### config.mk
export PLATFORM = sky130hd
export DESIGN_NAME = lsa_aligner
export DESIGN_NICKNAME = d
export VERILOG_FILES = /design/src/rtl/lsa_pkg.sv /design/src/rtl/lsa_misalign_det.sv /design/src/rtl/lsa_load_extract.sv /design/src/rtl/lsa_store_lanes.sv /design/src/rtl/lsa_aligner.sv
export SDC_FILE = /design/constraint.sdc
export NUM_CORES = 1
export LEC_CHECK = 0
export CAP_MARGIN = 30
export CORE_AREA = 3 3 71 73
export DETAILED_ROUTE_END_ITERATION = 7
export DIE_AREA = 0 0 74 76
export GPL_TIMING_DRIVEN = 0
export PLACE_DENSITY = 0.89
export SLEW_MARGIN = 0
export SYNTH_ARGS = -nofsm -noshare
export SYNTH_HDL_FRONTEND = slang
export SYNTH_SLANG_ARGS = --single-unit
### constraint.sdc
create_clock -name vclk -period 2
set_input_delay 0.4 -clock vclk [all_inputs]
set_output_delay 0.4 -clock vclk [all_outputs]
set_load 0.02 [all_outputs]
### src/rtl/lsa_pkg.sv
package lsa_pkg;

  localparam int unsigned WORD_W = 32;
  localparam int unsigned LANE_W = 8;
  localparam int unsigned LANES  = WORD_W / LANE_W;
  localparam int unsigned OFS_W  = $clog2(LANES);

  typedef enum logic [1:0] {
    SZ_BYTE = 2'd0,
    SZ_HALF = 2'd1,
    SZ_WORD = 2'd2,
    SZ_WIDE = 2'd3
  } size_e;

  // Map the spare size code onto a whole-word access.
  function automatic size_e norm_size(input size_e s);
    return (s == SZ_WIDE) ? SZ_WORD : s;
  endfunction

  function automatic logic [WORD_W-1:0] ext_lane(input logic [LANE_W-1:0] v,
                                                 input logic zero_fill);
    logic fill;
    fill = zero_fill ? 1'b0 : v[LANE_W-1];
    return {{(WORD_W-LANE_W){fill}}, v};
  endfunction

  function automatic logic [WORD_W-1:0] ext_pair(input logic [2*LANE_W-1:0] v,
                                                 input logic zero_fill);
    logic fill;
    fill = zero_fill ? 1'b0 : v[2*LANE_W-1];
    return {{(WORD_W-2*LANE_W){fill}}, v};
  endfunction

endpackage

### src/rtl/lsa_misalign_det.sv
module lsa_misalign_det
  import lsa_pkg::*;
#(
  parameter int unsigned OFS_BITS = OFS_W
) (
  input  logic [OFS_BITS-1:0] addr_i,
  input  size_e               size_i,
  output logic                misalign_o
);

  size_e eff_size;

  always_comb begin
    eff_size = norm_size(size_i);
    unique case (eff_size)
      SZ_BYTE: misalign_o = 1'b0;
      SZ_HALF: misalign_o = addr_i[0];
      default: misalign_o = (addr_i != '0);
    endcase
  end

  always_comb begin
    if (size_i == SZ_BYTE) begin
      p_byte_aligned_r7: assert (!misalign_o);
    end
  end

endmodule

### src/rtl/lsa_load_extract.sv
module lsa_load_extract
  import lsa_pkg::*;
#(
  parameter int unsigned DW = WORD_W,
  parameter int unsigned LW = LANE_W,
  localparam int unsigned NL = DW / LW,
  localparam int unsigned NP = NL / 2,
  localparam int unsigned OW = $clog2(NL)
) (
  input  logic [DW-1:0] word_i,
  input  logic [OW-1:0] addr_i,
  input  size_e         size_i,
  input  logic          zero_fill_i,
  input  logic          kill_i,
  output logic [DW-1:0] data_o
);

  logic [LW-1:0]   lane_v [NL];
  logic [2*LW-1:0] pair_v [NP];
  logic [LW-1:0]   sel_lane;
  logic [2*LW-1:0] sel_pair;
  size_e           eff_size;

  // Big-endian: lane index 0 is the most significant byte of the word.
  for (genvar i = 0; i < NL; i++) begin : g_lane
    assign lane_v[i] = word_i[DW-1-i*LW -: LW];
  end
  for (genvar j = 0; j < NP; j++) begin : g_pair
    assign pair_v[j] = word_i[DW-1-j*2*LW -: 2*LW];
  end

  always_comb begin
    sel_lane = lane_v[addr_i];
    sel_pair = pair_v[addr_i[OW-1:1]];
    eff_size = norm_size(size_i);
    if (kill_i) begin
      data_o = '0;
    end else begin
      unique case (eff_size)
        SZ_BYTE: data_o = ext_lane(sel_lane, zero_fill_i);
        SZ_HALF: data_o = ext_pair(sel_pair, zero_fill_i);
        default: data_o = word_i;
      endcase
    end
  end

  always_comb begin
    if (!kill_i && eff_size == SZ_BYTE && zero_fill_i) begin
      p_byte_zero_r5: assert (data_o[DW-1:LW] == '0);
    end
    if (!kill_i && eff_size == SZ_HALF && !zero_fill_i) begin
      p_half_sign_r4: assert (data_o[DW-1:2*LW] == {(DW-2*LW){data_o[2*LW-1]}});
    end
    if (!kill_i && eff_size == SZ_WORD) begin
      p_word_pass_r6: assert (data_o == word_i);
    end
  end

endmodule

### src/rtl/lsa_store_lanes.sv
module lsa_store_lanes
  import lsa_pkg::*;
#(
  parameter int unsigned DW = WORD_W,
  parameter int unsigned LW = LANE_W,
  localparam int unsigned NL = DW / LW,
  localparam int unsigned OW = $clog2(NL)
) (
  input  logic [DW-1:0] src_i,
  input  logic [OW-1:0] addr_i,
  input  size_e         size_i,
  input  logic          wr_i,
  input  logic          kill_i,
  output logic [DW-1:0] data_o,
  output logic [NL-1:0] be_o
);

  size_e eff_size;
  logic  live;

  always_comb begin
    eff_size = norm_size(size_i);
    live     = wr_i && !kill_i;
  end

  // Lane i (big-endian index) drives enable bit NL-1-i.
  for (genvar i = 0; i < NL; i++) begin : g_lane
    localparam int unsigned PHYS = NL - 1 - i;
    always_comb begin
      unique case (eff_size)
        SZ_BYTE: data_o[PHYS*LW +: LW] = src_i[LW-1:0];
        SZ_HALF: data_o[PHYS*LW +: LW] = src_i[(PHYS%2)*LW +: LW];
        default: data_o[PHYS*LW +: LW] = src_i[PHYS*LW +: LW];
      endcase
      unique case (eff_size)
        SZ_BYTE: be_o[PHYS] = live && (addr_i == OW'(i));
        SZ_HALF: be_o[PHYS] = live && (addr_i[OW-1:1] == (OW-1)'(i/2));
        default: be_o[PHYS] = live;
      endcase
    end
  end

  always_comb begin
    if (!wr_i) begin
      p_no_write_r11: assert (be_o == '0);
    end
    if (eff_size == SZ_BYTE) begin
      p_byte_onehot_r10: assert ($onehot0(be_o));
    end
    if (live && eff_size == SZ_HALF) begin
      p_half_pair_r10: assert ($countones(be_o) == 2);
    end
  end

endmodule

### src/rtl/lsa_aligner.sv
module lsa_aligner
  import lsa_pkg::*;
(
  input  logic [1:0]  addr_i,
  input  logic [1:0]  size_i,
  input  logic        unsigned_i,
  input  logic        wr_i,
  input  logic [31:0] mem_word_i,
  input  logic [31:0] st_src_i,
  output logic [31:0] ld_data_o,
  output logic [31:0] st_data_o,
  output logic [3:0]  st_be_o,
  output logic        misalign_o
);

  size_e size_w;
  logic  mis_w;

  assign size_w = size_e'(size_i);

  lsa_misalign_det #(.OFS_BITS(OFS_W)) u_mis (
    .addr_i     (addr_i),
    .size_i     (size_w),
    .misalign_o (mis_w)
  );

  lsa_load_extract #(.DW(WORD_W), .LW(LANE_W)) u_ld (
    .word_i      (mem_word_i),
    .addr_i      (addr_i),
    .size_i      (size_w),
    .zero_fill_i (unsigned_i),
    .kill_i      (mis_w),
    .data_o      (ld_data_o)
  );

  lsa_store_lanes #(.DW(WORD_W), .LW(LANE_W)) u_st (
    .src_i  (st_src_i),
    .addr_i (addr_i),
    .size_i (size_w),
    .wr_i   (wr_i),
    .kill_i (mis_w),
    .data_o (st_data_o),
    .be_o   (st_be_o)
  );

  assign misalign_o = mis_w;

  always_comb begin
    if (mis_w) begin
      p_mis_quiet_r8: assert (ld_data_o == '0 && st_be_o == '0);
    end
  end

endmodule

==> Yosys cells after proc, flatten, opt, wreduce, memory -nomap -nowiden <==
Cells that the tools add are included.
{ "op_classes": {"order_cmp": 2, "n_eq_ne": 5, "muxes": 19, "bitwise_logic": 3, "reduce_logical": 12} }
{ "op_table": {"columns": ["op", "count"], "rows": [
  ["32-bit one-hot mux with 2 select lines", 1],
  ["16-bit two-way mux", 3],
  ["32-bit two-way mux", 1],
  ["8-bit two-way mux", 4],
  ["8-bit binary-select mux with 2-bit select", 1],
  ["8-bit one-hot mux with 2 select lines", 1],
  ["1-bit one-hot mux with 2 select lines", 5],
  ["1-bit logical AND", 7],
  ["2-bit equality test (second input constant)", 3],
  ["2-bit by 1-bit equality test with 1-bit output (second input constant)", 2],
  ["2-bit zero test", 2],
  ["3-bit >= comparator (second input constant)", 1],
  ["2-bit NOT with 3-bit output", 1],
  ["2-bit >= comparator (second input constant)", 1],
  ["1-bit two-way mux", 2],
  ["2-bit two-way mux", 1],
  ["1-bit NOT with 2-bit output", 1],
  ["2-bit nonzero test", 1],
  ["2-bit OR reduction", 1],
  ["1-bit zero test", 1],
  ["1-bit NOT", 1]
]} }
{ "word_totals": {"ff_bits": 0, "in_bits": 70, "out_inout_bits": 69, "elab_cells": 41} }

==> Longest topological paths before layout <==
{ "logic_depth": {"word_depth": 8, "depth_mapped": 7, "ltp_nobuf": 4} }

==> Hierarchy <==
From an unflattened synthesis, not the netlist that was laid out.
{ "hier_totals": {"hier_cells": 186, "area_unflattened_um2": 1337.5} }
{ "by_module_without_submodules": {"columns": ["module", "n_inst", "cells_per_inst", "area_each_um2", "seq_area_each_um2"], "rows": [
  ["lsa_load_extract", 1, 118, 818.3, 0.0],
  ["lsa_store_lanes", 1, 65, 506.7, 0.0],
  ["lsa_misalign_det", 1, 3, 12.5, 0.0]
]} }

==> Worst setup path after synthesis <==
OpenSTA, ideal clock, no wires.
{ "synth_path": {"path_type": "input port to output port", "start": "in size_i[1]", "end": "out ld_data_o[15]", "arrival_ps": 1737, "required_ps": 1600, "path_slack_ps": -137, "cell_stages": 5, "n_path_buf": 2, "cell_sequence": "buf_6 -> buf_4 -> o21ai_0 -> nand2_1 -> a221oi_1"} }
{ "synth_via": {"elab_chain_len": 5, "word_cells_on_any_way": 7, "cone_classes": "eq/ne: 2; mux: 4; reduce/logical: 1"} }
{ "synth_rtl": {"columns": ["element", "line", "source"], "rows": [
  ["start, declared", "lsa_aligner.sv:5", "input logic [1:0] size_i,"],
  ["2-bit equality test", "lsa_pkg.sv:17", "return (s == SZ_WIDE) ? SZ_WORD : s;"],
  ["2-bit two-way mux (*)", "lsa_pkg.sv:17", null],
  ["2-bit by 1-bit equality test with 1-bit output / 2-bit zero test (equally long branches)", null, null],
  ["1-bit one-hot mux with 2 select lines (*)", "lsa_misalign_det.sv:15", "unique case (eff_size)"],
  ["net misalign_o", "lsa_aligner.sv:13", "output logic misalign_o"],
  ["32-bit two-way mux (*)", "lsa_load_extract.sv:36", "if (kill_i) begin"],
  ["end, declared", "lsa_aligner.sv:10", "output logic [31:0] ld_data_o,"]
]} }
Mark *: on every way through the listed nets, which the timed path passes. The rest lies on a longest branch.

==> Worst setup path after layout <==
{ "layout_path": {"start": "in mem_word_i[16]", "end": "out ld_data_o[0]"} }
{ "layout_via": {"elab_chain_len": 5, "word_cells_on_any_way": 8, "cone_classes": "mux: 8"} }
{ "layout_rtl": {"columns": ["element", "line", "source"], "rows": [
  ["start, declared", "lsa_aligner.sv:8", "input logic [31:0] mem_word_i,"],
  ["8-bit binary-select mux with 2-bit select / 16-bit two-way mux (equally long branches)", "lsa_load_extract.sv:33, lsa_load_extract.sv:34", null],
  ["8-bit two-way mux (implied by the code) / 16-bit two-way mux (equally long branches) (2 in a row)", "lsa_load_extract.sv:33, lsa_load_extract.sv:34", null],
  ["32-bit one-hot mux with 2 select lines (*)", "lsa_load_extract.sv:39", "unique case (eff_size)"],
  ["32-bit two-way mux (*)", "lsa_load_extract.sv:36", null]
]} }
Every way passes the cells marked *; elsewhere a longest branch is shown, timed or not. The select of a mux whose other input is x is not followed.

==> summary.md <==
| Metric | Value |
|---|---|
| Met1 Use GR | `28.5%` |
| Seq/Total Area, Yosys | `0%` |
| Vias | `2117` |
| Chip height | `76 µm` |
| DP Wirelength | `5250 µm` |
| Die area | `5620 µm²` |
| Hold crit path type | `in2out` |
| Core area | `4410 µm²` |
| Switching pwr | `0.000419 W` |
| Max stage delay cell, worst path | `clkdlybuf4s50_1` |
| Fillers | `389` |
| Initial DRC count | `103` |
| GR Overflow Total | `0` |
| Max_cap viols | `0` |
| Vias per cell | `5.28` |
| Vias in the first global route | `2146` |
| Library cells used by synthesis | `32` |
| Clock power frac | `0%` |
| Average size of a mapped cell | `6.66 µm²` |
| DRC violations left | `0` |
| Fmax | `0.473 GHz` |
| Global-route wire length before repair | `10800 µm` |
| Worst hold slack | `1.13 ns` |
| DR WL/cell | `17.8 µm` |
| Routability Congestion | `0.823` |
| Met3 GRT Util | `3.17%` |
| Status | `finished with violations` |
| Top cells by area, synth | `mux2_2 17%, o21ai_0 9.9%, a21oi_2 7.3%` |
| Final Total Pwr | `0.000836 W` |
| Final Net Count | `421` |
| Most area-hungry cell type in the Yosys netlist | `mux2_2` |
| Worst endpoint required time | `1.60 ns` |
| WP depth | `6` |
| CTS Hold Bufs | `0` |
| Row count | `24` |
| Post-synth net total | `267` |
| Arrival time worst endpoint | `1.71 ns` |
| Tcrit/Tclk final | `106%` |
| Initial antenna violation count | `0` |
| Flop pwr share | `0%` |
| Combinational power share | `100.0%` |
| Setup WS post-layout | `-0.113 ns` |
| Hold Fails Final Rpt | `0` |
| P per Cell Area | `280 nW/µm²` |
| Mapped Cells | `197` |
| Gr busiest metal | `met2` |
| Starting Density | `29.7%` |
| Unrepaired setup endpoints after global routing | `yes` |
| Relative slew slack | `77.5%` |
| Critical path endpoint | `ld_data_o[0]` |
| Period minus WS final | `2.11 ns` |
| Sequential cells | `0` |
| Routing usage on met2 | `43.7%` |
| Internal | `0.000417 W` |
| # diodes | `0` |
| Max Slew Vio Count | `0` |
| Worst vdd ir | `0.129 mV` |
| Area growth, synth to finish | `128%` |
| Worst slew pin tran | `0.335 ns` |
| Delay-heaviest family, CP | `buffers and inverters` |
| Place WS | `-1.21 ns` |
| Post-DRT Antenna Nets | `0` |
| Largest net degree at the start of global routing | `11` |
| CLK BUF | `0` |
| Failing checks | `setup timing` |
| Startpoint Class | `input port` |
| CP Capture Type | `primary output` |
| Total Routing Usage GR | `23.6%` |
| Total Wirelength | `7120 µm` |
| Crit path from | `mem_word_i[16]` |
| Critical path type | `in2out` |
| Yosys top cell area share | `17.2%` |
| Leak | `1.37 nW` |
| IO Count | `139` |
| Final Setup Violations | `23` |
| Switching share of total power | `50.1%` |
| Cell with the most instances after synthesis | `o21ai_0` |
| Slowest stage delay, CP | `0.46 ns` |
| Register area | `0 µm²` |
| Critical path peak fanout | `2` |
| First-pass DRT Iterations | `4` |
| IO Port Bufs | `138` |
| Crit path cell chain | `clkdlybuf4s50_1 > inv_1 > o31ai_1 > o21ai_0 > a21oi_1 > buf_4` |
| Commonest cells post-synth | `26 x o21ai_0, 20 x mux2_2, 20 x nand2_1` |
| Die X | `74 µm` |
| Ys Warns | `0` |
| Synthesized cell area | `1310 µm²` |
| Worst Path Buf+Inv | `3` |
| Share of cells above drive strength 1 | `40.7%` |
| Fin util | `67.6%` |
## repair_timing
action	CTS	global route
gates resized for setup	290	41
endpoints found under the setup margin	69	49
gates cloned	2	0
pin swaps	18	9
buffers inserted	12	0
## kinds of logic after synthesis
family | Yosys count | share of synthesized area [%]
AOI/OAI and AO/OA | 73 | 38.8
buffers and inverters | 43 | 17.0
and+or+nand+nor | 51 | 18.5
muxes | 29 | 25.0
xor gates and xnor gates | 1 | 0.668
## worst min path at each step
stage	startpoint	end	slack, ns	depth (start not counted)
4_1_cts	mem_word_i[23]	ld_data_o[23]	1.15	4
2_1_floorplan	st_src_i[0]	st_data_o[0]	0.91	1
5_1_grt	mem_word_i[23]	ld_data_o[23]	1.16	4
3_5_place_dp	size_i[1]	st_be_o[1]	1.66	4
6_report	mem_word_i[23]	ld_data_o[23]	1.13	4
3_3_place_gp	size_i[1]	st_be_o[1]	1.65	4
## layout make-up
cell class,instances,area (µm²),share of cell area (%)
Buffer,26,229,7.67
Tap cell,52,65.1,2.18
Inverter,17,63.8,2.14
Multi-Input combinational cell,154,1230,41.1
Timing Repair Buffer,152,1400,46.9
## power groups by stage
stage	Sequential, W	Clock, W	Combinational [W]
2_1_floorplan	0	0	0.000381
3_3_place_gp	0	0	0.000779
3_5_place_dp	0	0	0.000791
4_1_cts	0	0	0.000814
5_1_grt	0	0	0.000884
6_report	0	0	0.000836
## per-layer routing
layer,routed length (µm),vias to the layer above
li1,-,1014
met2,3770,96
met1,2770,1005
met5,0,-
met4,14,0
met3,567,2
## cells in the final DEF, fill, tap and decap left out, types with 8 or more instances in the layout
cell             synthesis  routed
clkdlybuf4s50_1          0      59
buf_4                    9      35
dlygate4sd2_1            0      25
nand2_1                 20      19
buf_6                    2      18
mux2_2                  20      18
inv_1                   17      16
o21ai_0                 26      15
buf_2                   10      14
a21oi_2                 11      14
clkbuf_2                 0       9
o21ai_1                  0       9
a22oi_1                 10       9
mux2i_1                  8       8
## per-stage QoR
| stage | TNS (ns) | area [µm²] | cells |
|---|---|---|---|
| 6_report | -1.55 | 2980 | 401 |
| 3_3_place_gp | -51.10 | 2760 | 387 |
| 3_5_place_dp | -51.95 | 2760 | 387 |
| 5_1_grt | -2.90 | 2980 | 401 |
| 2_1_floorplan | 0 | 1320 | 197 |
| 4_1_cts | -1.35 | 2950 | 401 |
Power figures use the tool's default switching activity.
